--- config.mk ---
export PLATFORM = sky130hd
export DESIGN_NAME = segcmd_rx
export DESIGN_NICKNAME = d
export VERILOG_FILES = /design/src/rtl/segrx_pkg.sv /design/src/rtl/segrx_ctrl.sv /design/src/rtl/segrx_dpath.sv /design/src/rtl/segcmd_rx.sv
export SDC_FILE = /design/constraint.sdc
export NUM_CORES = 1
export LEC_CHECK = 0
export BUFFER_PORTS_ARGS = -buffer_cell sky130_fd_sc_hd__buf_2
export CAP_MARGIN = 10
export CELL_PAD_IN_SITES_DETAIL_PLACEMENT = 0
export CELL_PAD_IN_SITES_GLOBAL_PLACEMENT = 1
export CORE_UTILIZATION = 55
export CTS_CLUSTER_SIZE = 8
export DETAILED_ROUTE_END_ITERATION = 10
export MAX_ROUTING_LAYER = met4
export PLACE_DENSITY = 0.88
export SETUP_SLACK_MARGIN = 0.1
export SLEW_MARGIN = 40
export SYNTH_ARGS = -nofsm -noshare
export SYNTH_HDL_FRONTEND = slang
export SYNTH_SLANG_ARGS = --single-unit
--- constraint.sdc ---
create_clock -name clk -period 6.9 [get_ports clk]
set_input_delay 0.345 -clock clk [delete_from_list [all_inputs] [get_ports clk]]
set_output_delay 0.345 -clock clk [all_outputs]
set_load 0.005 [all_outputs]
--- src/rtl/segrx_pkg.sv ---
package segrx_pkg;
  localparam int NUM_COLS = 50;
  localparam int COM_W = 4;
  localparam int ADDR_W = $clog2(NUM_COLS);
  localparam logic [1:0] PWR_DEFAULT = 2'b10;
  localparam logic [6:0] SWRST_CODE = 7'b1101010;

  typedef struct packed {
    logic             cmdStb;
    logic             nibStb;
    logic [6:0]       cmdBits;
    logic [COM_W-1:0] nib;
  } rxStb_t;
endpackage

--- src/rtl/segrx_ctrl.sv ---
module segrx_ctrl
  import segrx_pkg::*;
(
  input  logic   clk,
  input  logic   rstN,
  input  logic   csN,
  input  logic   sclk,
  input  logic   sdata,
  output rxStb_t stb
);
  localparam int BYTE_W = 8;
  localparam int CNT_W = $clog2(BYTE_W);
  localparam logic [CNT_W-1:0] LAST_BIT = CNT_W'(BYTE_W - 1);
  localparam logic [CNT_W-1:0] MID_BIT = CNT_W'(COM_W - 1);

  logic csMeta, csSync;
  logic clkMeta, clkSync, clkDly;
  logic datMeta, datSync;
  logic [CNT_W-1:0] bitCnt;
  logic [BYTE_W-1:0] shiftReg;
  logic dataMode;
  logic sclkRise;
  logic [BYTE_W-1:0] nextByte;

  always_ff @(posedge clk or negedge rstN) begin
    if (!rstN) begin
      csMeta <= 1'b1; csSync <= 1'b1;
      clkMeta <= 1'b0; clkSync <= 1'b0; clkDly <= 1'b0;
      datMeta <= 1'b0; datSync <= 1'b0;
    end else begin
      csMeta <= csN; csSync <= csMeta;
      clkMeta <= sclk; clkSync <= clkMeta; clkDly <= clkSync;
      datMeta <= sdata; datSync <= datMeta;
    end
  end

  assign sclkRise = clkSync & ~clkDly & ~csSync;
  assign nextByte = {shiftReg[BYTE_W-2:0], datSync};

  always_ff @(posedge clk or negedge rstN) begin
    if (!rstN) begin
      bitCnt <= '0;
      shiftReg <= '0;
      dataMode <= 1'b0;
    end else if (csSync) begin
      bitCnt <= '0;
      dataMode <= 1'b0;
    end else if (sclkRise) begin
      shiftReg <= nextByte;
      bitCnt <= bitCnt + 1'b1;
      if (bitCnt == LAST_BIT && !dataMode) dataMode <= ~nextByte[BYTE_W-1];
    end
  end

  always_comb begin
    stb.cmdStb = sclkRise && (bitCnt == LAST_BIT) && !dataMode;
    stb.nibStb = sclkRise && dataMode && (bitCnt == LAST_BIT || bitCnt == MID_BIT);
    stb.cmdBits = nextByte[6:0];
    stb.nib = nextByte[COM_W-1:0];
  end


  csclr_chk: assert property (@(posedge clk) disable iff (!rstN)
    csSync |=> (bitCnt == '0 && !dataMode));


  datamode_chk: assert property (@(posedge clk) disable iff (!rstN)
    (stb.cmdStb && !nextByte[BYTE_W-1]) |=> dataMode);
endmodule

--- src/rtl/segrx_dpath.sv ---
module segrx_dpath
  import segrx_pkg::*;
(
  input  logic              clk,
  input  logic              rstN,
  input  rxStb_t            stb,
  input  logic [ADDR_W-1:0] rdAddr,
  output logic [COM_W-1:0]  rdData,
  output logic              dispOn,
  output logic              frameInv,
  output logic [1:0]        pwrMode,
  output logic              biasHalf,
  output logic              extClk,
  output logic [1:0]        frameRate,
  output logic [1:0]        blinkRate,
  output logic              allOn,
  output logic              allOff
);
  localparam logic [ADDR_W-1:0] LAST_COL = ADDR_W'(NUM_COLS - 1);

  logic [ADDR_W-1:0] addrPtr;
  logic [COM_W-1:0] mem [NUM_COLS];
  logic [COM_W-1:0] wrWord;
  logic isSwrst, isAddr, isMode, isDisp, isBlink, isAllPix;

  for (genvar k = 0; k < COM_W; k++) begin : g_nibmap
    assign wrWord[k] = stb.nib[COM_W-1-k];
  end

  assign isSwrst  = stb.cmdStb && stb.cmdBits == SWRST_CODE;
  assign isAddr   = stb.cmdStb && !stb.cmdBits[6];
  assign isMode   = stb.cmdStb && stb.cmdBits[6:4] == 3'b100;
  assign isDisp   = stb.cmdStb && stb.cmdBits[6:4] == 3'b101;
  assign isBlink  = stb.cmdStb && stb.cmdBits[6:3] == 4'b1110;
  assign isAllPix = stb.cmdStb && stb.cmdBits[6:2] == 5'b11111;

  always_ff @(posedge clk or negedge rstN) begin
    if (!rstN) begin
      addrPtr <= '0;
      dispOn <= 1'b0; frameInv <= 1'b0; pwrMode <= PWR_DEFAULT;
      biasHalf <= 1'b0; extClk <= 1'b0; frameRate <= '0;
      blinkRate <= '0; allOn <= 1'b0; allOff <= 1'b0;
    end else if (isSwrst) begin
      addrPtr <= '0;
      dispOn <= 1'b0; frameInv <= 1'b0; pwrMode <= PWR_DEFAULT;
      biasHalf <= 1'b0; extClk <= 1'b0; frameRate <= '0;
      blinkRate <= '0; allOn <= 1'b0; allOff <= 1'b0;
    end else begin
      if (isAddr)
        addrPtr <= (stb.cmdBits[5:0] > LAST_COL) ? '0 : stb.cmdBits[ADDR_W-1:0];
      if (isMode) begin
        dispOn <= stb.cmdBits[3]; frameInv <= stb.cmdBits[2]; pwrMode <= stb.cmdBits[1:0];
      end
      if (isDisp) begin
        biasHalf <= stb.cmdBits[3]; extClk <= stb.cmdBits[2]; frameRate <= stb.cmdBits[1:0];
      end
      if (isBlink) blinkRate <= stb.cmdBits[1:0];
      if (isAllPix) begin
        allOn <= stb.cmdBits[1]; allOff <= stb.cmdBits[0];
      end
      if (stb.nibStb) addrPtr <= (addrPtr == LAST_COL) ? '0 : addrPtr + 1'b1;
    end
  end

  always_ff @(posedge clk) begin
    if (stb.nibStb) mem[addrPtr] <= wrWord;
  end

  assign rdData = (rdAddr > LAST_COL) ? '0 : mem[rdAddr];


  addr_range_chk: assert property (@(posedge clk) disable iff (!rstN)
    addrPtr <= LAST_COL);


  addr_oor_chk: assert property (@(posedge clk) disable iff (!rstN)
    (isAddr && stb.cmdBits[5:0] > LAST_COL) |=> addrPtr == '0);


  wrap_chk: assert property (@(posedge clk) disable iff (!rstN)
    (stb.nibStb && addrPtr == LAST_COL) |=> addrPtr == '0);


  memwr_chk: assert property (@(posedge clk) disable iff (!rstN)
    stb.nibStb |=> mem[$past(addrPtr)] == {$past(stb.nib[0]), $past(stb.nib[1]),
                                             $past(stb.nib[2]), $past(stb.nib[3])});


  swrst_chk: assert property (@(posedge clk) disable iff (!rstN)
    isSwrst |=> (!dispOn && addrPtr == '0 && pwrMode == PWR_DEFAULT));
endmodule

--- src/rtl/segcmd_rx.sv ---
module segcmd_rx
  import segrx_pkg::*;
(
  input  logic              clk,
  input  logic              rstN,
  input  logic              csN,
  input  logic              sclk,
  input  logic              sdata,
  input  logic [ADDR_W-1:0] rdAddr,
  output logic [COM_W-1:0]  rdData,
  output logic              dispOn,
  output logic              frameInv,
  output logic [1:0]        pwrMode,
  output logic              biasHalf,
  output logic              extClk,
  output logic [1:0]        frameRate,
  output logic [1:0]        blinkRate,
  output logic              allOn,
  output logic              allOff
);
  rxStb_t stb;

  segrx_ctrl u_ctrl (
    .clk(clk), .rstN(rstN), .csN(csN), .sclk(sclk), .sdata(sdata), .stb(stb)
  );

  segrx_dpath u_dpath (
    .clk(clk), .rstN(rstN), .stb(stb), .rdAddr(rdAddr), .rdData(rdData),
    .dispOn(dispOn), .frameInv(frameInv), .pwrMode(pwrMode),
    .biasHalf(biasHalf), .extClk(extClk), .frameRate(frameRate),
    .blinkRate(blinkRate), .allOn(allOn), .allOff(allOff)
  );
endmodule

Yosys cells after proc, flatten, opt, wreduce, memory -nomap -nowiden
Memories as Yosys holds them, arrays and structs flattened.
Index checks and enable logic that the tools add are counted.
{ "op_classes": {"n_addsub": 2, "n_lt_le_gt_ge": 2, "eq_ne": 8, "n_mux": 31, "n_bitwise": 5, "n_reduce_logical": 23} }
{ "ops": {"columns": ["op", "count"], "rows": [
  ["two-way mux 6 bit", 5],
  ["two-way mux 1 bit", 17],
  ["greater-than comparator 6 bit, second input constant", 2],
  ["two-way mux 2 bit", 6],
  ["nonzero test 2 bit", 6],
  ["logical AND 1 bit", 11],
  ["equality test 3 bit, second input constant", 3],
  ["equality test 7 bit, second input constant", 1],
  ["adder 6 x 1 -> 6 bit, second input constant", 1],
  ["equality test 6 bit, second input constant", 1],
  ["two-way mux 3 bit", 2],
  ["equality test 5 bit, second input constant", 1],
  ["equality test 4 bit, second input constant", 1],
  ["two-way mux 4 bit", 1],
  ["AND reduction 2 bit", 2],
  ["adder 3 x 1 -> 3 bit, second input constant", 1],
  ["equality test 3 x 2 -> 1 bit, second input constant", 1],
  ["inverter 1 bit", 3],
  ["nonzero test 3 bit", 1],
  ["bitwise AND 1 bit", 2],
  ["zero test 1 bit", 2],
  ["logical OR 1 bit", 1]
]} }
{ "word_totals": {"regBits": 36, "mem_bits_rw": 200, "in_bits": 11, "output_inout_bits": 16, "word_cells": 92, "mem_count": 1} }
{ "memory_table": {"columns": ["name", "words", "word_bits", "rd", "rd_clocked_by_memory_dff", "wr", "line_no", "rtl"], "rows": [
  ["u_dpath.mem", 50, 4, 1, 0, 1, "segrx_dpath.sv:22", "logic [COM_W-1:0] mem [NUM_COLS];"]
]} }

Logic depth before layout (Yosys ltp)
Gate-level depths: netlist of run 1.
{ "logic_depth": {"word_depth": 9, "ltp_mapped": 8, "ltp_nobuf": 7} }

Cells and area by module
Synthesis of run 1 repeated with hierarchy kept, for this count alone.
{ "hier_totals": {"hier_cells": 589, "hier_area_um2": 9934.5} }
{ "modules_own_cells": {"columns": ["mod", "n_inst", "cells_per_inst", "area_per_inst_um2", "seq_area_each_um2"], "rows": [
  ["segrx_dpath", 1, 534, 9131.3, 6457.4],
  ["segrx_ctrl", 1, 55, 803.3, 452.9]
]} }

Worst setup path after synthesis of run 1
No wires, ideal clock.
{ "synth_timing": {"kind": "register to register", "from": "reg u_ctrl.shiftReg[2]", "to": "reg u_dpath.frameRate[0]", "setup_time_ns": 0.126, "t_arrival_ns": 2.049, "required_time_ns": 6.774, "path_slack_ns": 4.725, "path_stages_with_launch": 5, "cell_sequence": "dfrtp_1 > clkbuf_1 > nand4_1 > a21oi_2 > mux2_2"} }
{ "synth_between": {"elab_chain_cells": 3} }
{ "synth_lines": {"columns": ["element", "line_no", "rtl"], "rows": [
  ["from (decl)", "segrx_ctrl.sv:20", "logic [BYTE_W-1:0] shiftReg;"],
  ["from (signal assigned)", "segrx_ctrl.sv:49", "shiftReg <= nextByte;"],
  ["equality test 7 bit *", "segrx_dpath.sv:30", "assign isSwrst = stb.cmdStb && stb.cmdBits == SWRST_CODE;"],
  ["logical AND 1 bit *", "segrx_dpath.sv:30", null],
  ["two-way mux 2 bit / nonzero test 2 bit (equally long branches)", null, null],
  ["to (signal assigned)", "segrx_dpath.sv:55", "biasHalf <= stb.cmdBits[3]; extClk <= stb.cmdBits[2]; frameRate <= stb.cmdBits[1:0];"],
  ["to (decl)", "segrx_dpath.sv:14", "output logic [1:0] frameRate,"]
]} }
Every way passes the cells marked *; elsewhere a longest branch is shown, timed or not.
A chain may end at the register's enable or synchronous reset.

Worst setup path after layout of run 1
{ "layout_timing": {"from": "reg u_ctrl.clkDly", "to": "mem u_dpath.mem[43][3] (enable)"} }
{ "layout_between": {"elab_chain_cells": 7} }
{ "layout_lines": {"columns": ["element", "line_no", "rtl"], "rows": [
  ["from (decl)", "segrx_ctrl.sv:17", "logic clkMeta, clkSync, clkDly;"],
  ["from (signal assigned)", "segrx_ctrl.sv:32", "clkMeta <= sclk; clkSync <= clkMeta; clkDly <= clkSync;"],
  ["inverter 1 bit", "segrx_ctrl.sv:37", "assign sclkRise = clkSync & ~clkDly & ~csSync;"],
  ["bitwise AND 1 bit (2 in a row)", "segrx_ctrl.sv:37", null],
  ["logical AND 1 bit (2 in a row)", "segrx_ctrl.sv:57", "stb.nibStb = sclkRise && dataMode && (bitCnt == LAST_BIT || bitCnt == MID_BIT);"],
  ["two-way mux 1 bit", "segrx_dpath.sv:66", "if (stb.nibStb) mem[addrPtr] <= wrWord;"],
  ["two-way mux 1 bit (not written as such)", "segrx_dpath.sv:66", null],
  ["to (decl)", "segrx_dpath.sv:22", null]
]} }
No other way between the ends.

==> flow_summary.json, run 1 <==
{
  "cp-end-kind": "register",
  "synthArstFlopShare_pct": 15.3,
  "grt_pass1_wl_um": 31000,
  "setup-tns-final_ps": 0,
  "fin_ws_ps": 4050,
  "status": "finished, final reports clean",
  "rows": 48,
  "grt_antenna_before_repair": 0,
  "combPwrFrac_pct": 5.8,
  "power_density_nw_per_um2": 303,
  "cts_buffer_depth": 3,
  "drive_above_1_share_pct": 24.4,
  "drt_iter0_drc": 590,
  "maxCapViolCount": 0,
  "die_h_um": 135,
  "drt_drc_violations_left": 0,
  "die_w_um": 135,
  "track_usage_pct": 24.2,
  "multi_input_area_um2": 2610,
  "cts_tree": "done",
  "worst_slew_pin_slew_ps": 703,
  "fillers": 1178,
  "dpl_cell_area_um2": 10000,
  "syn_inst": 573,
  "p_leak_nw": 3.78,
  "period_minus_slack_ps": 2850,
  "clk_pin_slew_worst_paths_ps": 50,
  "dp_slack_ps": 4020,
  "yosys_warnings": 0,
  "clock.fmax_mhz": 351,
  "reg2reg_from": "u_ctrl.clkDly$_DFF_PN0_",
  "synth_fp_nets": 588,
  "cts_setup_buffers": 0,
  "via_per_inst": 6.14,
  "die_area_um2": 18200,
  "netlist_area_um2": 9710,
  "cts_buffers": 35,
  "switching_share_pct": 21.1,
  "setup_viol": 0,
  "clock_latency_ps": 500,
  "place_congestion": 0.885,
  "htree_levels": 2,
  "dr.pass1.iters": 5,
  "synth_flop_cell": "edfxtp_1",
  "drt_wl_total_um": 20000,
  "design_area_um2": 11100,
  "synth_common_cells": "200 x edfxtp_1, 68 x nor2_1, 41 x mux4_2",
  "io_buffers": 26,
  "slowest_stage": "nor3b_2",
  "skew_ps": 29.3,
  "root_buffer": "clkbuf_16",
  "share_seq_of_total_power_pct": 48.7,
  "initial_core_util_pct": 56.3,
  "place.detailed.hpwl_um": 12300,
  "core_um2": 17200,
  "reg2reg_to": "u_dpath.mem[43][3]$_DFFE_PP_",
  "regArea_um2": 6910,
  "layout.nets": 634,
  "ant_nets": 0,
  "hold_viol_final": 0,
  "hp-class": "input port to async pin",
  "synth_sequential_area_ratio_pct": 71.2,
  "start_kind": "register",
  "synth_most_common_cell": "edfxtp_1",
  "synth_top_area_share_pct": 61.9,
  "synth_edf_count": 200,
  "crit_chain": "nor3b_2 -> nand3_1 -> nor2_1 -> nand3_1 -> nor2_1",
  "grt_setup_unrepaired": "false",
  "grt_max_degree": 58,
  "critPathMaxFanout": 13,
  "cpPeakStageDelay_ps": 570,
  "rr_worst_depth": 5,
  "rrSetupSlack_ps": 4050,
  "finalPower_mw": 3.35,
  "ir_drop_mv": 0.195,
  "synthTopCellsByArea": "edfxtp_1 62%, mux4_2 9.5%, dfrtp_1 8.5%, mux2_2 3.4%, nor2_1 2.6%",
  "critPathKind": "register to register",
  "num_antenna_cells": 0,
  "p_int_mw": 2.64,
  "slew_headroom_pct": 53.2,
  "grt_pass1_vias": 5454,
  "cp.required_ps": 7040,
  "syn_area_per_cell_um2": 16.9,
  "cts_sinks": 236,
  "pwr-share-clk_pct": 45.4,
  "synthDistinctLibCells": 50,
  "power.switching_mw": 0.708,
  "vias": 5287,
  "period_share_pct": 41.3,
  "routedWlPerCell_um": 23.2,
  "yosys.area.top_type": "edfxtp_1",
  "areaGrowthSynthToFinish_pct": 13.9,
  "maxSlewViolCount": 0,
  "grt-ovfl-total": 0,
  "crit_arrival_ps": 2980,
  "ys_seq_elements": 236,
  "io_pins": 27
}
critical path: cells and delay by family, from the launching register on:
kind / cells / cell delay [ps]
flops: 1 / 380
simple gates: 5 / 2090
metrics by stage:
stage          hold slack, ps  instances  util (%)
2_1_floorplan            49.4        573         -
3_3_place_gp              340        802      58.1
3_5_place_dp              336        802      58.1
4_1_cts                   346        860      64.0
5_1_grt                   349        861      64.2
6_report                  340        861      64.2
cells by family after synthesis:
kind of cell	after synthesis	share of synthesized area, %
buffers and inverters	38	1.89
xor gates and xnor gates	2	0.181
and+or+nand+nor	142	7.05
adders and majority gates	4	0.516
AOI/OAI and AO/OA	63	4.42
DFF	236	71.2
muxes	88	14.7
routing by layer:
layer / up-vias / wire length (um) / track usage, %
met5: - / 0 / -
met4: 0 / 478 / 8.99
met3: 41 / 1280 / 3.87
met2: 219 / 10200 / 39.1
met1: 2683 / 8060 / 31.2
li1: 2344 / - / -
final cells by class:
class                   count  share of cell area, %
flip-flops and latches    236                   62.5
multi-input cells         299                   23.6
clock buffers              52                   8.50
well taps                 225                   2.55
repair buffers             37                   2.17
clock inverters             2                  0.351
inverters                  10                  0.339
state kept, by name (all words and copies together), names as in the netlist, 2 cells and up:
name               flops
u_ctrl.shiftReg        7
u_dpath.frameRate      2
u_dpath.mem          200
u_dpath.addrPtr        6
u_ctrl.bitCnt          3
u_dpath.blinkRate      2
u_dpath.pwrMode        2
layout by cell type (no fill, tap or decap), types with 3 or more instances in the layout:
cell type	netlist	layout
nand3b_1	5	5
inv_1	10	10
and3_1	3	3
o21ai_1	3	3
dfrtp_1	33	33
nor3_2	4	4
mux2_2	29	29
ha_1	4	4
dfstp_2	3	3
dlygate4sd3_1	0	4
a21oi_1	3	3
a221oi_1	6	6
edfxtp_1	200	200
nor3_1	9	9
mux4_2	41	41
clkbuf_16	0	35
o21ai_0	14	14
or3_1	4	4
buf_4	2	8
or2_2	3	3
nand2_1	19	19
nand2b_1	4	4
o22ai_1	13	13
buf_2	9	24
a31oi_1	4	4
nand3_1	14	14
nor2_1	68	68
o21a_1	5	5
mux2i_1	18	18
clkbuf_1	14	17
power groups by stage:
stage               sequential (mW)  combinational, mW  clock, mW
finish                         1.63              0.195       1.52
global route                   1.63              0.211       1.60
CTS                            1.63              0.195       1.54
detailed placement             1.66              0.192          0
global placement               1.65              0.186          0
floorplan                      1.67              0.107          0
how the worst max path moves through the flow:
stage | startpoint | endpoint | slack, ps | cells past startpoint
floorplan | u_ctrl.shiftReg[2]$_DFFE_PN0P_ | u_dpath.frameRate[0]$_DFFE_PN0P_ | 4730 | 4
global placement | rdAddr[0] | rdData[1] | 4010 | 6
detailed placement | rdAddr[1] | rdData[2] | 4020 | 7
CTS | rdAddr[1] | rdData[0] | 4000 | 7
global route | u_ctrl.clkDly$_DFF_PN0_ | u_dpath.mem[8][1]$_DFFE_PP_ | 3880 | 5
finish | u_ctrl.clkDly$_DFF_PN0_ | u_dpath.mem[43][3]$_DFFE_PP_ | 4050 | 5
what timing repair did:
| item | CTS | global route |
|---|---|---|
| gates resized for setup | 0 | 0 |
| hold buffers | 4 | 0 |
| endpoints found under the hold margin | 36 | 0 |
(Power assumes the default switching activity.)
==> run 2, diff against run 1 <==
- CORE_UTILIZATION: 55 -> 48
- PLACE_DENSITY: 0.88 -> 0.82
- clock period: 6.9 -> 2.3 ns (I/O delays scaled with it)
==> flow_summary.json, run 2 (synthesized netlist as in run 1, its figures left out) <==
{
  "grt_pass1_wl_um": 31400,
  "layout.nets": 660,
  "root_buffer": "clkbuf_16",
  "clk_pin_slew_worst_paths_ps": 50,
  "grt-ovfl-total": 0,
  "start_kind": "register",
  "cp.required_ps": 2180,
  "fin_ws_ps": -92.5,
  "clock.fmax_mhz": 418,
  "initial_core_util_pct": 49.4,
  "skew_ps": 15.5,
  "dp_slack_ps": 151,
  "clock_latency_ps": 490,
  "routedWlPerCell_um": 21.8,
  "place.detailed.hpwl_um": 12800,
  "rows": 51,
  "num_antenna_cells": 0,
  "power_density_nw_per_um2": 880,
  "io_buffers": 26,
  "die_w_um": 144,
  "period_minus_slack_ps": 2390,
  "critPathKind": "register to output pin",
  "hold_ws_ps": 110,
  "cts_sinks": 236,
  "cts_tree": "done",
  "p_leak_nw": 3.92,
  "core_um2": 19700,
  "areaGrowthSynthToFinish_pct": 17.3,
  "period_share_pct": 104,
  "drt_iter0_drc": 420,
  "drt_drc_violations_left": 0,
  "top_regs": "u_dpath.mem: 200 flops, u_ctrl.shiftReg: 7 flops, u_dpath.addrPtr: 6 flops",
  "finalPower_mw": 10.0,
  "hp-class": "input port to async pin",
  "regMostFlops": "u_dpath.mem",
  "maxSlewViolCount": 0,
  "grt_max_degree": 57,
  "dr.pass1.iters": 4,
  "die_area_um2": 20800,
  "critPathMaxFanout": 1,
  "crit_arrival_ps": 2280,
  "grt-busiest-layer": "met2",
  "place_congestion": 0.866,
  "use_met2_pct": 33.8,
  "slew_headroom_pct": 53.4,
  "htree_levels": 2,
  "hold_viol_final": 0,
  "grt_antenna_before_repair": 0,
  "setup_viol": 4,
  "grt_setup_unrepaired": "true",
  "maxCapViolCount": 0,
  "violations": "negative setup slack",
  "worst_slew_pin_slew_ps": 689,
  "via_per_inst": 5.81,
  "setup-tns-final_ps": -225,
  "grt_use_met1_pct": 27.6,
  "ant_nets": 0,
  "gr-usage-met3_pct": 4.14,
  "io_pins": 27,
  "ir_drop_mv": 0.461,
  "cts_buffers": 35,
  "cts_buffer_depth": 3,
  "drive_above_1_share_pct": 30.7,
  "status": "finished with violations",
  "fin_util_pct": 57.9,
  "largest_reg_flops": 200,
  "final_common_cell": "edfxtp_1",
  "grt_pass1_vias": 5539,
  "die_h_um": 144,
  "most-common-layout-cells": "200 x edfxtp_1, 55 x nor2_1, 41 x mux4_2",
  "vias": 5359,
  "cts_setup_buffers": 0,
  "track_usage_pct": 21.3,
  "drt_wl_total_um": 20100,
  "cp-end-kind": "output pin"
}
run 2: changes by cell type in the layout (fill, tap and decap cells not counted), sizes merged:
| cell | previous run | this run |
|---|---|---|
| clkbuf | 52 | 49 |
| buf | 33 | 59 |
| bufinv | 1 | 0 |
| clkinv | 0 | 1 |
| inv | 11 | 10 |
run 2: metal layers:
metal  up-vias  part of all wire [%]
li1       2399                     -
met1      2729                    43
met2       188                    49
met3        43                   6.1
met4         0                   2.3
met5         -                     0
run 2: per-stage QoR:
| step | instance area (um^2) | cells |
|---|---|---|
| after floorplan | 9710 | 573 |
| after global placement | 10300 | 869 |
| after detailed placement | 10300 | 869 |
| after CTS | 11300 | 923 |
| after global routing | 11400 | 923 |
| final | 11400 | 923 |
run 2: layout make-up:
cell class / instances / area (um^2)
sequential: 236 / 6910
clock buffer: 49 / 971
multi-input combinational: 299 / 2670
inverter: 10 / 37.5
tap: 265 / 332
clock inverter: 1 / 5.00
fill: 1498 / 8270
timing repair buffer: 63 / 458
run 2: power breakdown:
part | internal [mW] | switching (mW)
Combinational | 0.217 | 0.408
Clock | 2.88 | 1.64
Sequential | 4.83 | 0.0506
run 2: final timing paths:
| check | from | end | slack [ps] | depth (start not counted) |
|---|---|---|---|---|
| setup / recovery | u_dpath.mem[29][2]$_DFFE_PP_ | rdData[2] | -90 | 5 |
| hold / removal | rstN | u_dpath.frameInv$_DFFE_PN0P_ | 110 | 2 |
| setup reg to reg | u_ctrl.clkDly$_DFF_PN0_ | u_dpath.mem[1][0]$_DFFE_PP_ | 120 | 5 |
| hold reg to reg | u_ctrl.csMeta$_DFF_PN1_ | u_ctrl.csSync$_DFF_PN1_ | 360 | 0 |
| max in group asynchronous | rstN | u_ctrl.csSync$_DFF_PN1_ | 1850 | 2 |
| min in group clk | csN | u_ctrl.csMeta$_DFF_PN1_ | 260 | 2 |
run 2: repair_timing:
action,CTS,global route
endpoints found under the setup margin,4,88
gates resized for setup,0,20
endpoints found under the hold margin,36,0
hold buffers,4,0
run 2: worst max-delay path, cell delays in order (launching register included):
cell and delay (ps):
edfxtp_1 370, mux4_2 500, mux4_2 500, nor3_2 170
nor3_1 110, buf_2 140
